===== src/rtl/dbuf_xfer_pkg.sv =====
package dbuf_xfer_pkg;

   typedef enum logic [2:0] {
      MD_HS_IN   = 3'd0,
      MD_HS_OUT  = 3'd1,
      MD_LS_IN   = 3'd2,
      MD_LS_OUT  = 3'd3,
      MD_ECHO    = 3'd4,
      MD_PRINT   = 3'd5,
      MD_RASTER  = 3'd6,
      MD_VECTOR  = 3'd7
   } xfer_mode_e;

   typedef enum logic [1:0] {
      ROLE_IN   = 2'd0,
      ROLE_OUT  = 2'd1,
      ROLE_ECHO = 2'd2
   } xfer_role_e;

   // which side produces and which consumes
   function automatic xfer_role_e role_of(input xfer_mode_e m);
      case (m)
         MD_HS_IN, MD_LS_IN: role_of = ROLE_IN;
         MD_ECHO:            role_of = ROLE_ECHO;
         default:            role_of = ROLE_OUT;
      endcase
   endfunction

   function automatic logic is_fast(input xfer_mode_e m);
      return (m == MD_HS_IN) || (m == MD_HS_OUT);
   endfunction

endpackage


===== src/rtl/dbuf_cfg_loader.sv =====
module dbuf_cfg_loader
   import dbuf_xfer_pkg::*;
#(
   parameter int DATA_W   = 16,
   parameter int MAX_BLK  = 4000,
   parameter int MAX_CHAN = 16,
   parameter int LEN_W    = 12,
   parameter int CHAN_W   = 5
)(
   input  logic              clk,
   input  logic              rst_n,
   input  logic              soft_rst,
   input  logic              wr_vld,
   input  logic [DATA_W-1:0] wr_data,
   output logic              run_q,
   output logic              err_q,
   output xfer_mode_e        mode_q,
   output logic [LEN_W-1:0]  len_q,
   output logic [DATA_W-1:0] rate_q,
   output logic [CHAN_W-1:0] chan_q
);

   typedef enum logic [1:0] {SL_MODE, SL_SIZE, SL_RATE, SL_CHAN} slot_e;

   slot_e             slot_q;
   xfer_mode_e        mode_t;
   logic [LEN_W-1:0]  len_t;
   logic [DATA_W-1:0] rate_t;
   logic              word_ok;
   logic              take;

   assign take = wr_vld && !run_q;

   // range check of the word in the current slot
   always_comb begin
      case (slot_q)
         SL_MODE: word_ok = (wr_data <= DATA_W'(7));
         SL_SIZE: word_ok = (wr_data != '0) && (wr_data <= DATA_W'(MAX_BLK));
         SL_RATE: word_ok = 1'b1;
         default: word_ok = is_fast(mode_t) ? (wr_data == DATA_W'(1))
                          : ((wr_data != '0) && (wr_data <= DATA_W'(MAX_CHAN)));
      endcase
   end

   always_ff @(posedge clk or negedge rst_n) begin
      if (!rst_n) begin
         slot_q <= SL_MODE;
         run_q  <= 1'b0;
         err_q  <= 1'b0;
         mode_t <= MD_HS_IN;
         len_t  <= '0;
         rate_t <= '0;
         mode_q <= MD_HS_IN;
         len_q  <= '0;
         rate_q <= '0;
         chan_q <= '0;
      end else if (soft_rst) begin
         slot_q <= SL_MODE;
         run_q  <= 1'b0;
         err_q  <= 1'b0;
         mode_t <= MD_HS_IN;
         len_t  <= '0;
         rate_t <= '0;
         mode_q <= MD_HS_IN;
         len_q  <= '0;
         rate_q <= '0;
         chan_q <= '0;
      end else if (take) begin
         if (!word_ok) begin
            err_q  <= 1'b1;
            slot_q <= SL_MODE;
         end else begin
            case (slot_q)
               SL_MODE: begin
                  mode_t <= xfer_mode_e'(wr_data[2:0]);
                  slot_q <= SL_SIZE;
               end
               SL_SIZE: begin
                  len_t  <= wr_data[LEN_W-1:0];
                  slot_q <= SL_RATE;
               end
               SL_RATE: begin
                  rate_t <= wr_data;
                  slot_q <= SL_CHAN;
               end
               default: begin
                  mode_q <= mode_t;
                  len_q  <= len_t;
                  rate_q <= rate_t;
                  chan_q <= wr_data[CHAN_W-1:0];
                  run_q  <= 1'b1;
                  err_q  <= 1'b0;
                  slot_q <= SL_MODE;
               end
            endcase
         end
      end
   end

endmodule


===== src/rtl/dbuf_pingpong.sv =====
module dbuf_pingpong
   import dbuf_xfer_pkg::*;
#(
   parameter int LEN_W = 12
)(
   input  logic             clk,
   input  logic             rst_n,
   input  logic             soft_rst,
   input  logic             run,
   input  xfer_role_e       role,
   input  logic             host_done,
   input  logic             per_done,
   input  logic [LEN_W-1:0] len,
   output logic             sel_q,
   output logic             ood_q,
   output logic [LEN_W-1:0] host_len,
   output logic [LEN_W-1:0] per_len
);

   logic [1:0] full_q;
   logic [1:0] full_n;
   logic       fill_ev;
   logic       drain_ev;
   logic       swap;
   logic       fill_arm;
   logic       drain_arm;

   // map side events onto fill and drain
   always_comb begin
      case (role)
         ROLE_IN: begin
            fill_ev  = per_done;
            drain_ev = host_done;
         end
         ROLE_ECHO: begin
            fill_ev  = per_done;
            drain_ev = per_done;
         end
         default: begin
            fill_ev  = host_done;
            drain_ev = per_done;
         end
      endcase
   end

   // flag update then swap test
   always_comb begin
      full_n = full_q;
      if (fill_ev)  full_n[sel_q]  = 1'b1;
      if (drain_ev) full_n[~sel_q] = 1'b0;
      swap = full_n[sel_q] && !full_n[~sel_q];
   end

   always_ff @(posedge clk or negedge rst_n) begin
      if (!rst_n) begin
         full_q <= '0;
         sel_q  <= 1'b0;
         ood_q  <= 1'b0;
      end else if (soft_rst || !run) begin
         full_q <= '0;
         sel_q  <= 1'b0;
         ood_q  <= 1'b0;
      end else begin
         full_q <= full_n;
         if (swap) begin
            sel_q <= ~sel_q;
            ood_q <= 1'b0;
         end else if (drain_ev) begin
            ood_q <= 1'b1;   // starved
         end
      end
   end

   // armed lengths
   assign fill_arm  = run && !full_q[sel_q];
   assign drain_arm = run &&  full_q[~sel_q];

   always_comb begin
      case (role)
         ROLE_IN: begin
            host_len = drain_arm ? len : '0;
            per_len  = fill_arm  ? len : '0;
         end
         ROLE_ECHO: begin
            host_len = '0;
            per_len  = run ? len : '0;
         end
         default: begin
            host_len = fill_arm  ? len : '0;
            per_len  = drain_arm ? len : '0;
         end
      endcase
   end

endmodule


===== src/rtl/dbuf_status_led.sv =====
module dbuf_status_led #(
   parameter int BLINK_DIV   = 25_000_000,
   parameter int LED_ON_HIGH = 1
)(
   input  logic clk,
   input  logic rst_n,
   input  logic soft_rst,
   input  logic run,
   input  logic ood,
   output logic led_green,
   output logic led_red
);

   localparam int CNT_W = (BLINK_DIV > 1) ? $clog2(BLINK_DIV) : 1;

   logic [CNT_W-1:0] cnt_q;
   logic             blink_q;
   logic             green_raw;

   always_ff @(posedge clk or negedge rst_n) begin
      if (!rst_n) begin
         cnt_q   <= '0;
         blink_q <= 1'b0;
      end else if (soft_rst || run) begin
         cnt_q   <= '0;
         blink_q <= 1'b0;
      end else if (cnt_q == CNT_W'(BLINK_DIV - 1)) begin
         cnt_q   <= '0;
         blink_q <= ~blink_q;
      end else begin
         cnt_q <= cnt_q + 1'b1;
      end
   end

   assign green_raw = run | blink_q;

   generate
      if (LED_ON_HIGH != 0) begin : g_hi
         assign led_green = green_raw;
         assign led_red   = ood;
      end else begin : g_lo
         assign led_green = ~green_raw;
         assign led_red   = ~ood;
      end
   endgenerate

endmodule


===== src/rtl/dbuf_xfer_ctl.sv =====
module dbuf_xfer_ctl
   import dbuf_xfer_pkg::*;
#(
   parameter int DATA_W      = 16,
   parameter int MAX_BLK     = 4000,
   parameter int MAX_CHAN    = 16,
   parameter int BLINK_DIV   = 25_000_000,
   parameter int LED_ON_HIGH = 1,
   localparam int LEN_W      = $clog2(MAX_BLK + 1),
   localparam int CHAN_W     = $clog2(MAX_CHAN + 1)
)(
   input  logic              clk,
   input  logic              rst_n,
   input  logic              soft_rst,
   input  logic              host_wr_vld,
   input  logic [DATA_W-1:0] host_wr_data,
   input  logic              host_blk_done,
   input  logic              per_blk_done,
   output logic              run,
   output logic              cfg_err,
   output logic [2:0]        mode_o,
   output logic [LEN_W-1:0]  blk_len_o,
   output logic [DATA_W-1:0] rate_o,
   output logic [CHAN_W-1:0] chan_o,
   output logic              buf_sel,
   output logic [LEN_W-1:0]  host_len,
   output logic [LEN_W-1:0]  per_len,
   output logic              out_of_data,
   output logic              led_green,
   output logic              led_red
);

   generate
      if (MAX_BLK < 1 || LEN_W > DATA_W) begin : g_bad_blk
         $error("dbuf_xfer_ctl: MAX_BLK must be >= 1 and fit in DATA_W");
      end
      if (MAX_CHAN < 1 || CHAN_W > DATA_W) begin : g_bad_chan
         $error("dbuf_xfer_ctl: MAX_CHAN must be >= 1 and fit in DATA_W");
      end
      if (DATA_W < 3) begin : g_bad_data
         $error("dbuf_xfer_ctl: DATA_W must hold a mode word");
      end
      if (BLINK_DIV < 1) begin : g_bad_blink
         $error("dbuf_xfer_ctl: BLINK_DIV must be >= 1");
      end
   endgenerate

   xfer_mode_e mode_w;
   xfer_role_e role_w;

   dbuf_cfg_loader #(
      .DATA_W   (DATA_W),
      .MAX_BLK  (MAX_BLK),
      .MAX_CHAN (MAX_CHAN),
      .LEN_W    (LEN_W),
      .CHAN_W   (CHAN_W)
   ) u_cfg (
      .clk      (clk),
      .rst_n    (rst_n),
      .soft_rst (soft_rst),
      .wr_vld   (host_wr_vld),
      .wr_data  (host_wr_data),
      .run_q    (run),
      .err_q    (cfg_err),
      .mode_q   (mode_w),
      .len_q    (blk_len_o),
      .rate_q   (rate_o),
      .chan_q   (chan_o)
   );

   assign mode_o = mode_w;
   assign role_w = role_of(mode_w);

   dbuf_pingpong #(
      .LEN_W (LEN_W)
   ) u_pp (
      .clk       (clk),
      .rst_n     (rst_n),
      .soft_rst  (soft_rst),
      .run       (run),
      .role      (role_w),
      .host_done (host_blk_done),
      .per_done  (per_blk_done),
      .len       (blk_len_o),
      .sel_q     (buf_sel),
      .ood_q     (out_of_data),
      .host_len  (host_len),
      .per_len   (per_len)
   );

   dbuf_status_led #(
      .BLINK_DIV   (BLINK_DIV),
      .LED_ON_HIGH (LED_ON_HIGH)
   ) u_led (
      .clk       (clk),
      .rst_n     (rst_n),
      .soft_rst  (soft_rst),
      .run       (run),
      .ood       (out_of_data),
      .led_green (led_green),
      .led_red   (led_red)
   );

endmodule


===== config.mk =====
export PLATFORM = sky130hd
export DESIGN_NAME = dbuf_xfer_ctl
export DESIGN_NICKNAME = d
export VERILOG_FILES = /design/src/rtl/dbuf_xfer_pkg.sv /design/src/rtl/dbuf_cfg_loader.sv /design/src/rtl/dbuf_pingpong.sv /design/src/rtl/dbuf_status_led.sv /design/src/rtl/dbuf_xfer_ctl.sv
export SDC_FILE = /design/constraint.sdc
export NUM_CORES = 1
export LEC_CHECK = 0
export BUFFER_PORTS_ARGS = -buffer_cell sky130_fd_sc_hd__buf_2
export CORE_ASPECT_RATIO = 0.8
export CORE_MARGIN = 1
export CORE_UTILIZATION = 54
export CTS_BUF_LIST = sky130_fd_sc_hd__clkbuf_4 sky130_fd_sc_hd__clkbuf_8
export DETAILED_ROUTE_END_ITERATION = 8
export PLACE_DENSITY = 0.78
export SYNTH_ARGS = -nofsm -noshare
export SYNTH_HDL_FRONTEND = slang
export SYNTH_SLANG_ARGS = --single-unit

===== constraint.sdc =====
create_clock -name clk -period 6.08 [get_ports clk]
set_input_delay 0.304 -clock clk [delete_from_list [all_inputs] [get_ports clk]]
set_output_delay 0.304 -clock clk [all_outputs]
set_load 0.1 [all_outputs]

==> flow_summary.toml, run 1 <==
[setup_path]
critPathSlowestCell = "a21oi_1"
max_stage_delay_ns = 0.61
crit_chain = "mux2i_1, o21ai_0, a21oi_1, and2_1, buf_2"
path_class = "register to output port"
cpLargestDelayFamily = "compound AO/OA/AOI/OAI gates"
cp.required_ns = 5.78
cp-end-kind = "output port"
path_buf_inv = 1
worst-path-max-fanout = 12
start_kind = "register"
cp_data_arrival_time_ns = 2.51

[route]
drt_iter0_drc = 164
drtPass1Iterations = 4
wl_um = 10000
ant_nets = 0
routedWlPerCell_um = 15.6
via_per_inst = 5.43
drc = 0
num_vias = 3487

[finish]
final_common_cell = "dfrtp_1"
antenna_cells = 0
drive_above_1_share_pct = 21.9
nets = 552
syn2layout_area_growth_pct = 14.1
finalInstanceArea_um2 = 5510
layout_common_cells = "dfrtp_1 (101), buf_2 (86), nand2b_1 (49)"
num-fill-cells = 688

[placement]
placed_area_um2 = 5310
pre_cts_ws_ns = 3.30
port_buffers = 87
globalplace.congestion = 0.818
dp_hpwl_um = 7060

[clock_tree]
hold_buffers = 1
htree_levels = 3
clock_path_buffers = 2
cts_root_buffer = "clkbuf_8"
post-cts-setup-buffers = 0
cts.sinks = 101
cts_tree = "done"
post_cts_resized = 0
clkLatencyLatePin_ns = 0.37
clk_pin_slew_ns = 0.10
cts_buffers = 9

[synth]
synth_cell_types = 41
syn-cell-area_um2 = 4830
syn_area_per_cell_um2 = 10.8
ys_ff_latch = 101
synthArstFlopShare_pct = 100
seq_area_frac_synth_pct = 52.3
synth_fp_nets = 473
synthCells = 446
synth_edf_count = 0
ys_warn_count = 0
synth_ff_type = "dfrtp_1"

[die]
ios = 88
die_x_um = 108
initial_utilization_pct = 56.2
dieArea_um2 = 9330
row_count = 30
core-area_um2 = 8600
fp.dieH_um = 86.6

[timing]
skew_ns = 0.0140
fin_hold_ws_ns = 0.198
rsz0062_at_grt = "no"
hold_viol_final = 0
slew_headroom_pct = 32.2
finalSetupViolCount = 0
period_share_pct = 46.3
max_freq_ghz = 0.355
min_period_ns = 2.82
drv_slew = 0
setup_ws_ns = 3.26
worstMarginPinSlew_ns = 1.02
fin_setup_tns_ns = 0

[power]
ir_drop_uv = 142
cellLeakagePower_nw = 2.77
p_total_mw = 1.14
power_density_nw_per_um2 = 208

[outcome]
run_status = "finished, final reports clean"

[global_route]
grt_pass1_vias = 3403
antenna_found_initial = 0
grt_pass1_wl_um = 16600
grt_max_degree = 83
grt_use_total_pct = 23.1
overflow = 0

[hold_path]
min_path_type = "input port to register"

[job]
drv_cap = 0
-- cells by family (layout without fill, tap and decap cells) --
kind of cell	Yosys count	count (layout)	share of synthesized area, %
compound gates	58	58	9.74
xor+xnor	24	24	4.35
fa+ha+maj	5	5	1.30
buf+inv	35	119	3.55
flops	101	101	52.3
mux	37	37	7.72
simple gates	186	186	21.0
-- sequential cells by signal (all words and copies together), names as in the netlist, 3 cells and up --
register,cells
u_cfg.chan_q,5
u_cfg.rate_t,16
u_cfg.mode_q,3
u_cfg.len_q,12
u_cfg.rate_q,16
u_led.cnt_q,25
u_cfg.len_t,12
u_cfg.mode_t,3
-- worst min-delay path: cells and delay by family --
family / cells / cell delay, ns
buf+inv: 1 / 0.10
mux: 1 / 0.06
simple gates: 1 / 0.06
-- report_power, final --
group	switching, mW	total, mW	internal, mW
Sequential	0.00265	0.676	0.673
Combinational	0.0427	0.0601	0.0174
Clock	0.249	0.408	0.159
Total	0.295	1.14	0.849
-- Yosys cell counts, types with 2 or more instances --
library cell | instances | area [um^2]
dfrtp_1 | 101 | 2530
nand2b_1 | 49 | 307
nor2_1 | 39 | 146
a22o_1 | 36 | 315
mux2i_1 | 35 | 350
nand2_1 | 23 | 86.3
and3_1 | 17 | 106
clkbuf_1 | 16 | 60.1
xnor2_1 | 14 | 123
and2_1 | 13 | 81.3
inv_1 | 11 | 41.3
nand3_1 | 11 | 55.1
xor2_1 | 10 | 87.6
a21oi_1 | 9 | 45.0
nor3_1 | 8 | 40.0
nand4_1 | 7 | 43.8
ha_1 | 5 | 62.6
o21ai_0 | 5 | 25.0
or3_1 | 5 | 31.3
buf_6 | 4 | 45.0
nor4_1 | 4 | 25.0
and4_1 | 2 | 17.5
buf_2 | 2 | 10.0
buf_4 | 2 | 15.0
mux2_2 | 2 | 22.5
-- metal layers --
metal / track usage, % / share of wire, %
met5: 0 / 0
met3: 4.66 / 3.4
met1: 31.6 / 47
met2: 37.4 / 48
met4: 7.10 / 0.80
-- through the flow --
step / util, % / cells
3_3_place_gp: 61.8 / 625
6_report: 64.1 / 642
3_5_place_dp: 61.8 / 625
5_1_grt: 64.1 / 642
2_1_floorplan: - / 446
4_1_cts: 64.1 / 642
-- path summary, 6_finish.rpt --
| path | depth (start not counted) | from | slack (ns) | endpoint |
|---|---|---|---|---|
| hold / removal | 3 | host_wr_data[15] | 0.20 | u_cfg.rate_t[15] |
| setup reg to reg | 8 | u_cfg.slot_q[0] | 3.48 | u_cfg.rate_q[10] |
| hold reg to reg | 1 | u_cfg.len_t[6] | 0.50 | u_cfg.len_q[6] |
| max in group asynchronous | 3 | rst_n | 4.48 | u_cfg.rate_q[10] |
| setup / recovery | 5 | u_pp.sel_q | 3.26 | host_len[7] |
| min in group asynchronous | 2 | rst_n | 0.33 | u_cfg.mode_q[2] |
-- layout make-up --
class	count	area, um^2	area share [%]
flip-flops and latches	101	2530	45.8
well taps	112	140	2.54
inverters	11	41.3	0.749
clock buffers	9	124	2.25
repair buffers	92	478	8.67
clock inverters	7	68.8	1.25
multi-input cells	310	2130	38.7
No activity file was read; power rests on OpenSTA's default activity.
==> run 2, diff against run 1 <==
Settings changed: CORE_UTILIZATION 54 to 52.
Clock period 6.08 ns to 2.34 ns, I/O delays scaled along.
==> run 2 against run 1 <==
Effect of this change:
- non-clock buffer count grew 10
- combinational power increased to 2.8 times the previous value
- sequential cell count is the same
- design area increased by 5.8%
- die area up 3.8%
- highest routed layer unchanged
- clock skew shrank 0.0020 ns
- via count rose by 3.8%
- worst setup slack worse by 3.1 ns
- critical endpoint is now per_len[9]
- largest power group unchanged
- hold slack lost 0.18 ns
- register-to-register slack lost 3.3 ns
- global-route usage is essentially flat
- first-iteration DRC count grew 31%
==> flow_summary.toml, run 2 (synthesis results as in run 1) <==
[outcome]
run_status = "finished, final reports clean"

[placement]
port_buffers = 87
globalplace.congestion = 0.812
place_inst = 638
dp_hpwl_um = 7590
placed_area_um2 = 5620
pre_cts_ws_ns = 0.183

[route]
num_vias = 3621
ant_nets = 0
met1Wirelength_um = 4790
wl_met2_um = 5180
via_per_inst = 5.53
wl_um = 10700
drtPass1Iterations = 4
drt_iter0_drc = 215
top_layer = "met4"
met3_length_um = 627
routedWlPerCell_um = 16.4
drc = 0

[setup_path]
cp-end-kind = "output port"
reg2reg_depth = 8
cpLargestDelayFamily = "simple AND/OR/NAND/NOR gates"
cp-startpoint = "u_cfg.mode_q[2]"
cp.required_ns = 2.22
cp_data_arrival_time_ns = 2.07
max_stage_delay_ns = 0.46
ff2ff_setup_slack_ns = 0.16
worstReg2RegEnd = "u_cfg.len_t[5]"
worst-path-max-fanout = 12
critPathSlowestCell = "dfrtp_1"
path_depth = 5
path_class = "register to output port"
crit_chain = "nor2_1, mux2i_1, nand2_2, and3_2, buf_2"
timing.rr.start = "u_cfg.slot_q[0]"
crit_path_end = "per_len[9]"
path_buf_inv = 1
start_kind = "register"

[global_route]
grt_pass1_vias = 3423
grt_use_total_pct = 23.1
grt_pass1_wl_um = 17000
overflow = 0
grt_max_degree = 57
antenna_found_initial = 0

[die]
dieArea_um2 = 9680
die_x_um = 110
initial_utilization_pct = 53.4
ios = 88
core-area_um2 = 9040
row_count = 31
fp.dieH_um = 88.2

[finish]
nets = 562
antenna_cells = 0
fin_cells = 655
syn2layout_area_growth_pct = 20.8
layout_common_cells = "dfrtp_1 (100), buf_2 (74), nand2b_1 (49)"
largest_reg_flops = 25
drive_above_1_share_pct = 28.1
reg_top3 = "u_led.cnt_q: 25 flops, u_cfg.rate_q: 16 flops, u_cfg.rate_t: 16 flops"
finalInstanceArea_um2 = 5830
final_common_cell = "dfrtp_1"
largest_register = "u_led.cnt_q"

[clock_tree]
cts_tree = "done"
clock_path_buffers = 2
clkLatencyLatePin_ns = 0.37
cts.sinks = 101
cts_buffers = 9
cts_root_buffer = "clkbuf_8"
htree_levels = 3
post-cts-setup-buffers = 0
clk_pin_slew_ns = 0.11

[power]
combPwrFrac_pct = 5.6
pwr-share-clk_pct = 35.8
p_sw_mw = 0.762
power_density_nw_per_um2 = 514
cellLeakagePower_nw = 2.87
p_sw_share_pct = 25.4
internal_power_mw = 2.24
ir_drop_uv = 336
seq_power_share_pct = 58.5

[timing]
min_period_ns = 2.18
hold_viol_final = 0
finalSetupViolCount = 0
fin_setup_tns_ns = 0
skew_ns = 0.0120
period_share_pct = 93.3
drv_slew = 0
worstMarginPinSlew_ns = 0.794
slew_headroom_pct = 47.1
setup_ws_ns = 0.156
max_freq_ghz = 0.458
fin_hold_ws_ns = 0.0195

[hold_path]
min_path_type = "input port to register"
worstHoldPathCells = 3

[job]
drv_cap = 0
run 2: how the worst min path moves through the flow:
| stage | startpoint | to | slack, ns |
|---|---|---|---|
| after detailed placement | rst_n | u_pp.ood_q | 0.18 |
| after CTS | host_wr_data[13] | u_cfg.rate_t[13] | 0.006 |
| after global routing | host_wr_data[13] | u_cfg.rate_t[13] | 0.01 |
| final | host_wr_data[13] | u_cfg.rate_t[13] | 0.02 |
| after floorplan | rst_n | u_cfg.chan_q[0] | -0.18 |
| after global placement | rst_n | u_pp.ood_q | 0.18 |
run 2: layout make-up:
| class | count | area (um^2) |
|---|---|---|
| fillers | 709 | 3210 |
| flip-flops and latches | 101 | 2530 |
| multi-input cells | 310 | 2170 |
| repair buffers | 102 | 758 |
| well taps | 115 | 144 |
| clock buffers | 10 | 138 |
| clock inverters | 6 | 52.6 |
| inverters | 11 | 41.3 |
run 2: power by group through the flow:
stage	clock network [mW]	registers [mW]	logic [mW]
2_1_floorplan	0	1.80	0.0654
3_3_place_gp	0	1.79	0.165
3_5_place_dp	0	1.79	0.169
4_1_cts	1.09	1.76	0.171
5_1_grt	1.15	1.76	0.187
6_report	1.07	1.76	0.168
run 2: metal layers:
layer	vias up	GRT usage, %
li1	1717	-
met1	1774	31.3
met2	117	37.3
met3	13	5.95
met4	0	5.70
met5	-	0
run 2: tightest hold or removal path: cells and delay by family:
| kind | cells | cell delay [ns] |
|---|---|---|
| buf+inv | 1 | 0.11 |
| simple gates | 1 | 0.06 |
| mux | 1 | 0.06 |
run 2: repair_timing:
action,in CTS,in global routing
setup endpoints to repair,0,21
hold buffers,1,0
hold endpoints to repair,49,0
resized for setup,0,3
run 2: per-stage QoR:
stage               utilization [%]  power [mW]
floorplan                         -        1.86
global placement               62.2        1.95
detailed placement             62.2        1.96
CTS                            64.4        3.02
global route                   64.5        3.10
finish                         64.5        3.00
